<file path="src/rtl/gla_pkg.sv">
package gla_pkg;
  function automatic logic in_grp(int unsigned idx, int unsigned lo, int unsigned hi);
    return (idx >= lo) && (idx <= hi);
  endfunction
endpackage

</file>
<file path="src/rtl/gla_rr_pick.sv">
module gla_rr_pick #(
  parameter int unsigned N = 16,
  localparam int unsigned W = $clog2(N)
) (
  input  logic [N-1:0] req_i,
  input  logic [W-1:0] last_i,
  output logic         vld_o,
  output logic [W-1:0] idx_o
);
  // walk downward so the nearest channel after last_i wins
  always_comb begin
    vld_o = 1'b0;
    idx_o = '0;
    for (int k = int'(N); k >= 1; k--) begin
      int c;
      c = int'(last_i) + k;
      if (c >= int'(N)) c = c - int'(N);
      if (req_i[c[W-1:0]]) begin
        vld_o = 1'b1;
        idx_o = c[W-1:0];
      end
    end
  end
endmodule

</file>
<file path="src/rtl/gla_lock_ctrl.sv">
module gla_lock_ctrl import gla_pkg::*; #(
  parameter int unsigned N  = 16,
  parameter int unsigned LO = 4,
  parameter int unsigned HI = 11,
  localparam int unsigned W = $clog2(N)
) (
  input  logic         clk_i,
  input  logic         rst_ni,
  input  logic         grant_fire_i,
  input  logic [W-1:0] win_idx_i,
  input  logic         win_lock_i,
  input  logic         done_fire_i,
  input  logic [W-1:0] cur_idx_i,
  input  logic         done_lock_i,
  output logic         lock_vld_o,
  output logic [W-1:0] owner_o,
  output logic [N-1:0] elig_o
);
  logic acquire, release_lk;

  assign acquire    = grant_fire_i && in_grp(int'(win_idx_i), LO, HI) && win_lock_i;
  assign release_lk = done_fire_i && lock_vld_o && (cur_idx_i == owner_o) && !done_lock_i;

  always_ff @(posedge clk_i or negedge rst_ni) begin
    if (!rst_ni) begin
      lock_vld_o <= 1'b0;
      owner_o    <= '0;
    end else if (acquire) begin
      lock_vld_o <= 1'b1;
      owner_o    <= win_idx_i;
    end else if (release_lk) begin
      lock_vld_o <= 1'b0;
    end
  end

  for (genvar gi = 0; gi < int'(N); gi++) begin : g_elig
    if (in_grp(gi, LO, HI)) begin : g_grp
      assign elig_o[gi] = !lock_vld_o || (owner_o == W'(gi));
    end else begin : g_free
      assign elig_o[gi] = 1'b1;
    end
  end

  p_acquire_r5: assert property (@(posedge clk_i) disable iff (!rst_ni)
    (grant_fire_i && win_lock_i && in_grp(int'(win_idx_i), LO, HI))
      |=> (lock_vld_o && owner_o == $past(win_idx_i)));

  p_keep_lock_r8: assert property (@(posedge clk_i) disable iff (!rst_ni)
    (lock_vld_o && !(done_fire_i && cur_idx_i == owner_o && !done_lock_i))
      |=> (lock_vld_o && owner_o == $past(owner_o)));

  p_outside_r9: assert property (@(posedge clk_i) disable iff (!rst_ni)
    (!lock_vld_o && grant_fire_i && !in_grp(int'(win_idx_i), LO, HI)) |=> !lock_vld_o);
endmodule

</file>
<file path="src/rtl/grp_lock_arbiter.sv">
module grp_lock_arbiter import gla_pkg::*; #(
  parameter int unsigned NUM_CH = 16,
  parameter int unsigned GRP_LO = 4,
  parameter int unsigned GRP_HI = 11,
  localparam int unsigned CH_W  = $clog2(NUM_CH)
) (
  input  logic              clk_i,
  input  logic              rst_ni,
  input  logic [NUM_CH-1:0] req_i,
  input  logic [NUM_CH-1:0] lock_req_i,
  input  logic              done_i,
  input  logic              done_lock_i,
  output logic [NUM_CH-1:0] gnt_o,
  output logic              lock_vld_o,
  output logic [CH_W-1:0]   lock_owner_o
);
  logic              gnt_vld;
  logic [CH_W-1:0]   gnt_idx;   // doubles as round-robin pointer
  logic [NUM_CH-1:0] elig, req_m, grp_mask, sib_mask;
  logic              pick_vld, grant_fire, done_fire;
  logic [CH_W-1:0]   pick_idx;

  assign req_m      = req_i & elig;
  assign grant_fire = !gnt_vld && pick_vld;
  assign done_fire  = gnt_vld && done_i;

  gla_rr_pick #(.N(NUM_CH)) u_pick (
    .req_i  (req_m),
    .last_i (gnt_idx),
    .vld_o  (pick_vld),
    .idx_o  (pick_idx)
  );

  gla_lock_ctrl #(.N(NUM_CH), .LO(GRP_LO), .HI(GRP_HI)) u_lock (
    .clk_i        (clk_i),
    .rst_ni       (rst_ni),
    .grant_fire_i (grant_fire),
    .win_idx_i    (pick_idx),
    .win_lock_i   (lock_req_i[pick_idx]),
    .done_fire_i  (done_fire),
    .cur_idx_i    (gnt_idx),
    .done_lock_i  (done_lock_i),
    .lock_vld_o   (lock_vld_o),
    .owner_o      (lock_owner_o),
    .elig_o       (elig)
  );

  always_ff @(posedge clk_i or negedge rst_ni) begin
    if (!rst_ni) begin
      gnt_vld <= 1'b0;
      gnt_idx <= CH_W'(NUM_CH - 1);
    end else if (gnt_vld) begin
      if (done_i) gnt_vld <= 1'b0;
    end else if (pick_vld) begin
      gnt_vld <= 1'b1;
      gnt_idx <= pick_idx;
    end
  end

  for (genvar gi = 0; gi < int'(NUM_CH); gi++) begin : g_out
    assign gnt_o[gi]    = gnt_vld && (gnt_idx == CH_W'(gi));
    assign grp_mask[gi] = in_grp(gi, GRP_LO, GRP_HI);
    assign sib_mask[gi] = grp_mask[gi] && (lock_owner_o != CH_W'(gi));
  end

  p_onehot_r2: assert property (@(posedge clk_i) disable iff (!rst_ni) $onehot0(gnt_o));

  p_req_r2: assert property (@(posedge clk_i) disable iff (!rst_ni)
    (gnt_o == '0) |=> ((gnt_o & ~$past(req_i)) == '0));

  p_hold_r3: assert property (@(posedge clk_i) disable iff (!rst_ni)
    (gnt_o != '0 && !done_i) |=> $stable(gnt_o));

  p_drop_r3: assert property (@(posedge clk_i) disable iff (!rst_ni)
    (gnt_o != '0 && done_i) |=> (gnt_o == '0));

  p_mask_r6: assert property (@(posedge clk_i) disable iff (!rst_ni)
    (lock_vld_o && gnt_o == '0) |=> ((gnt_o & $past(sib_mask)) == '0));
endmodule

</file>
<file path="config.mk">
export PLATFORM = sky130hd
export DESIGN_NAME = grp_lock_arbiter
export DESIGN_NICKNAME = d
export VERILOG_FILES = /design/src/rtl/gla_pkg.sv /design/src/rtl/gla_rr_pick.sv /design/src/rtl/gla_lock_ctrl.sv /design/src/rtl/grp_lock_arbiter.sv
export SDC_FILE = /design/constraint.sdc
export NUM_CORES = 1
export LEC_CHECK = 0
export BUFFER_PORTS_ARGS = -buffer_cell sky130_fd_sc_hd__buf_2
export CAP_MARGIN = 20
export CORE_MARGIN = 5
export CORE_UTILIZATION = 39
export CTS_CLUSTER_DIAMETER = 50
export CTS_CLUSTER_SIZE = 14
export DETAILED_ROUTE_END_ITERATION = 8
export SYNTH_ARGS = -nofsm -noshare
export SYNTH_HDL_FRONTEND = slang
export SYNTH_SLANG_ARGS = --single-unit
</file>
<file path="constraint.sdc">
create_clock -name clk_i -period 9.9 [get_ports clk_i]
set_input_delay 1.98 -clock clk_i [delete_from_list [all_inputs] [get_ports clk_i]]
set_output_delay 1.98 -clock clk_i [all_outputs]
set_load 0.02 [all_outputs]
</file>
# Yosys cells after proc, flatten, opt, wreduce, memory -nomap -nowiden
# Index checks and enable logic that the tools add are counted.
[op_classes]
addsub = 32
magnitude_cmp = 35
n_eq_ne = 24
n_mux = 87
n_bitwise = 2
reduce_logical = 38
[op_table]
columns = ["cell", "n"]
rows = [
  ["two-way mux 4 bit", 32],
  ["less-than comparator 4 x 5 -> 1 bit, second input constant", 17],
  ["greater-or-equal comparator 5 bit, second input constant", 15],
  ["binary-select mux 1 bit (select 4 bit)", 17],
  ["subtractor 4 x 1 -> 4 bit, second input constant", 16],
  ["equality test 4 bit, second input constant", 12],
  ["adder 4 x 4 -> 5 bit, second input constant", 8],
  ["two-way mux 1 bit", 38],
  ["equality test 4 x 3 -> 1 bit, second input constant", 8],
  ["logical AND 1 bit", 24],
  ["adder 4 x 3 -> 5 bit, second input constant", 4],
  ["bitwise AND 16 bit", 1],
  ["adder 4 x 2 -> 5 bit, second input constant", 2],
  ["equality test 4 x 2 -> 1 bit, second input constant", 2],
  ["logical OR 1 bit", 8],
  ["adder 4 x 5 -> 6 bit, second input constant", 1],
  ["greater-or-equal comparator 6 x 5 -> 1 bit, second input constant", 1],
  ["adder 4 x 1 -> 5 bit, second input constant", 1],
  ["equality test 4 x 1 -> 1 bit, second input constant", 1],
  ["equality test 4 bit", 1],
  ["greater-or-equal comparator 4 x 3 -> 1 bit, second input constant", 1],
  ["less-or-equal comparator 4 bit, second input constant", 1],
  ["zero test 4 bit", 1],
  ["zero test 1 bit", 3],
  ["3 further kinds", 3],
]
[totals]
reg_bits = 10
input_bits = 36
output_inout_bits = 21
word_cells = 222

# Logic depth before layout (Yosys ltp)
[depth]
ltp_word = 26
depth_mapped = 18
mapped_depth_nobuf = 14

# Modules after synthesis
# Synthesis repeated with hierarchy kept, for this count alone.
[unflattened]
hier_cells = 357
hier_area_um2 = 3011.6
[by_module_without_submodules]
columns = ["mod", "instances", "cells_per_inst", "area_each_um2", "seq_area_each_um2"]
rows = [
  ["gla_rr_pick", 1, 246, 2039.5, 0.0],
  ["grp_lock_arbiter", 1, 60, 544.3, 130.1],
  ["gla_lock_ctrl", 1, 51, 427.9, 125.1],
]

# Least setup slack after synthesis
# Ideal clock, no wire load.
[synth_timing]
kind = "input to register"
start = "in req_i[12]"
end = "reg u_lock.owner_o[0]"
setup_time_ns = 0.128
arrival_ns = 5.050
t_required_ns = 9.772
setup_slack_ns = 4.723
path_stages = 12
n_path_buf = 0
path_cell_list = "mux4_2 > inv_1 > o21ai_0 > a221oi_1 > or3_1 > a2111oi_0 > or4_4 > o31ai_4 > mux2i_1 > mux2_2 > o21ai_2 > mux2_1"
[synth_via]
elab_chain_cells = 23
word_cells_on_any_way = 73
cone_classes = "order compare (2); mux (66); bitwise (1); reduce/logical (4)"
[synth_lines]
columns = ["element", "line_no", "text"]
rows = [
  ["from (decl)", "grp_lock_arbiter.sv:9", "input logic [NUM_CH-1:0] req_i,"],
  ["bitwise AND 16 bit (*)", "grp_lock_arbiter.sv:23", "assign req_m = req_i & elig;"],
  ["binary-select mux 1 bit (select 4 bit)", "gla_rr_pick.sv:18", "if (req_i[c[W-1:0]]) begin"],
  ["two-way mux 1 bit (implied by the code)", "gla_rr_pick.sv:18", ""],
  ["two-way mux 4 bit (16 in series)", "gla_rr_pick.sv:18", ""],
  ["greater-or-equal comparator 4 x 3 -> 1 bit / less-or-equal comparator 4 bit (equally long branches)", "gla_pkg.sv:3", "return (idx >= lo) && (idx <= hi);"],
  ["logical AND 1 bit", "gla_pkg.sv:3", ""],
  ["logical AND 1 bit (2 in series)", "gla_lock_ctrl.sv:21", "assign acquire = grant_fire_i && in_grp(int'(win_idx_i), LO, HI) && win_lock_i;"],
  ["to (signal assigned)", "gla_lock_ctrl.sv:30", "owner_o <= win_idx_i;"],
  ["to (decl)", "gla_lock_ctrl.sv:16", "output logic [W-1:0] owner_o,"],
]
# Every way passes the cells marked *; elsewhere a longest branch is shown, timed or not. The select of a mux whose other input is x is not followed.
# A chain may end at the register's enable or synchronous reset.

# Worst setup path in the final report
[layout_timing]
start = "reg gnt_idx[0]"
end = "reg u_lock.owner_o[0]"
[layout_via]
elab_chain_cells = 25
word_cells_on_any_way = 136
cone_classes = "add/sub (32); order compare (18); mux (82); reduce/logical (4)"
[layout_lines]
columns = ["element", "line_no", "text"]
rows = [
  ["from (decl)", "grp_lock_arbiter.sv:18", "logic [CH_W-1:0] gnt_idx;"],
  ["from (signal assigned)", "grp_lock_arbiter.sv:51", "gnt_idx <= CH_W'(NUM_CH - 1);"],
  ["from (signal assigned)", "grp_lock_arbiter.sv:56", "gnt_idx <= pick_idx;"],
  ["adder 4 x 5 -> 6 bit", "gla_rr_pick.sv:16", "c = int'(last_i) + k;"],
  ["greater-or-equal comparator 6 x 5 -> 1 bit / subtractor 4 x 1 -> 4 bit (equally long branches)", "gla_rr_pick.sv:17", "if (c >= int'(N)) c = c - int'(N);"],
  ["two-way mux 4 bit", "gla_rr_pick.sv:17", ""],
  ["binary-select mux 1 bit (select 4 bit)", "gla_rr_pick.sv:18", ""],
  ["two-way mux 1 bit (implied by the code)", "gla_rr_pick.sv:18", ""],
  ["two-way mux 4 bit (16 in series)", "gla_rr_pick.sv:18", ""],
  ["greater-or-equal comparator 4 x 3 -> 1 bit / less-or-equal comparator 4 bit (equally long branches)", "gla_pkg.sv:3", ""],
  ["logical AND 1 bit", "gla_pkg.sv:3", ""],
  ["logical AND 1 bit (2 in series)", "gla_lock_ctrl.sv:21", ""],
]
# Several ways; a longest one is shown, not always the timed one. The select of a mux whose other input is x is not followed.

==> flow_summary.yaml <==
synth:
  synthFlopType: "dfrtp_1"
  synthTopCellsByArea: "mux4_2 8.8%, ha_1 4.9%, dfrtp_1 4.2%"
  yosysSeqAreaShare_pct: 7.14
  synth.top_cell.area_share_pct: 8.82
  synth_cell_types: 86
  synth.avg_cell_area_um2: 7.68
  synth_area_leader_cell: "mux4_2"
  ys_ff_latch: 10
  async_flop_share_pct: 100
  synth_nets: 515
  netlist_instances: 465
  synth_edf_count: 0
  synth_area_um2: 3570
  yosys_warnings: 0
  synth_common_cells: "35 x nand2_1, 35 x nor2_1, 29 x o21ai_0"
route:
  avgRoutedWirePerCell_um: 22.7
  dr_total_vias: 4271
  topRoutingLayerUsed: "met4"
  drc: 0
  wl_met3_um: 1220
  antenna_left: 0
  m1WireLength_um: 5960
  viasPerCell: 7.05
  drt_pre_antenna_iters: 6
  drt_iter0_markers: 567
  dr_wl_met2_um: 6230
  routed_wl_um: 13800
floorplan:
  fp.dieW_um: 106
  die_y_um: 106
  io_pins: 57
  design.core.area_um2: 9060
  rows: 35
  die_area_um2: 11200
  initial_core_util_pct: 39.4
clock_network:
  cts_resized: 0
  numCtsBuffers: 3
  cts_max_level: 1
  cts_setup_buffers: 0
  cts_tree: "done"
  cts.sinks: 10
  clk_pin_slew_ns: 0.05
  clk-insertion-delay-late_ns: 0.23
  holdBufCountCts: 0
  root_buffer: "clkbuf_8"
  clockBufferDepth: 2
cells_and_area:
  antennaDiodeCount: 0
  drive_above_1_share_pct: 21.0
  fillCellCount: 946
  layoutNonFillerInstCount: 606
  nets: 546
  area.growth.synth_to_final_pct: 9.31
global_routing:
  track_usage_pct: 24.0
  grt_pass1_vias: 4008
  grt_pass1_wl_um: 21900
  grt_max_degree: 35
  grt-ovfl-total: 0
  antenna_found_initial: 0
place:
  gp_congestion: 1.04
  dp_hpwl_um: 10600
  io_buffer_count: 48
  placed_cells: 602
worst_setup_path:
  crit_arrival_ns: 6.24
  critPathTopFamily: "compound AO/OA/AOI/OAI gates"
  max_stage_delay_ns: 0.97
  worst_setup_path_start_kind: "register"
  worst-setup-path-type: "register to register"
  crit_fanout: 34
  crit_chain: "buf_4 -> inv_2 -> ha_1 -> mux4_2 -> inv_1 -> o21ai_0 -> a221oi_1 -> nor3b_1 -> a311oi_1 -> a21oi_1 -> a2111oi_0 -> o22ai_1 -> or3_1 -> o21ai_2 -> mux2_1"
  cp_data_required_time_ns: 10.01
  slowest_stage: "a221oi_1"
  critical_path_buf_inv_count: 3
  cp-end-kind: "register"
timing:
  tns_ns: 0
  drv_slew: 0
  fin_worst_skew_ns: 0.00703
  tightest_slew_ns: 1.23
  max_freq_mhz: 163
  finalCriticalPeriod_ns: 6.13
  finalSetupViolCount: 0
  hold_viol: 0
  rsz0062_at_grt: "no"
  slew_headroom_pct: 17.9
  fin_crit_sh_pct: 61.9
run_status:
  outcome: "finished clean"
job:
  drv_cap: 0
worst_hold_path:
  hold_class: "register to register"
==> worst paths after layout <==
kind                                   start                end  slack, ns  cells after the start
min reg2reg                u_lock.owner_o[2]  u_lock.owner_o[2]       0.69                      2
max reg2reg                       gnt_idx[0]  u_lock.owner_o[0]       3.77                     15
min                        u_lock.owner_o[2]  u_lock.owner_o[2]       0.69                      2
max in group asynchronous             rst_ni         gnt_idx[2]       8.04                      1
max                               gnt_idx[0]  u_lock.owner_o[0]       3.77                     15
min in group asynchronous             rst_ni  u_lock.owner_o[3]       1.59                      1
==> cell type report <==
cell class | instances | area [µm²] | area share [%]
clock buffer | 4 | 45.0 | 1.15
inverter | 16 | 60.1 | 1.54
multi-input combinational | 411 | 3120 | 79.9
sequential | 10 | 255 | 6.53
tap | 111 | 139 | 3.56
timing repair buffer | 54 | 285 | 7.30
==> worst reg2reg max path: cells and delay by family (launching register included) <==
family                     cells  cell delay [ns]
AOI/OAI and AO/OA              7             2.38
adders and majority gates      1             0.91
buffers and inverters          3             0.86
DFF                            1             0.51
muxes                          2             0.77
and+or+nand+nor                2             0.59
==> placed cells by master (no fill, tap or decap), drive strengths merged, types with 4 or more instances in the layout <==
cell	count
buf	54
nand2	36
nor2	35
o21ai	31
a21oi	27
and3	21
o211ai	20
mux4	14
ha	14
xnor2	13
nand3	13
inv	13
nor3	12
mux2	11
mux2i	10
a221oi	8
a21o	7
o21a	7
and2	7
a31oi	7
o311ai	7
o211a	6
a22oi	6
dfrtp	6
o31ai	6
a211oi	6
xor2	5
a221o	5
a211o	5
o22ai	5
a2111oi	5
nor4	5
or3	4
dfstp	4
clkbuf	4
==> per-stage QoR <==
step | util, % | hold WS, ns | instance area (µm²) | worst slack, ns
2_1_floorplan | - | 0.713 | 3570 | 4.72
3_3_place_gp | 42.6 | 0.673 | 3860 | 3.89
3_5_place_dp | 42.6 | 0.692 | 3860 | 3.92
4_1_cts | 43.1 | 0.701 | 3910 | 3.92
5_1_grt | 43.1 | 0.709 | 3910 | 3.43
6_report | 43.1 | 0.689 | 3910 | 3.77
==> layer usage <==
layer  global-route usage [%]  up-vias
met4                     8.05        0
met5                        0        -
li1                         -     1926
met1                     33.6     2049
met3                     2.82       33
met2                     38.3      263
==> state kept, by name, summed over array words and instances (netlist names) <==
signal	count
u_lock.owner_o	4
u_lock.lock_vld_o	1
gnt_vld	1
gnt_idx	4
==> cell families (layout without fill, tap and decap cells) <==
| logic type | Yosys count | in the layout | synth area share, % |
|---|---|---|---|
| simple gates | 157 | 157 | 23.6 |
| flops | 10 | 10 | 7.14 |
| buf+inv | 44 | 74 | 5.50 |
| fa+ha+maj | 14 | 14 | 4.90 |
| mux | 35 | 35 | 15.2 |
| xor+xnor | 18 | 18 | 4.41 |
| compound gates | 187 | 187 | 39.3 |
Power is left out: the tool's default activity adds up to more than one toggle a clock period on the data nets, which glitch-free logic cannot reach.
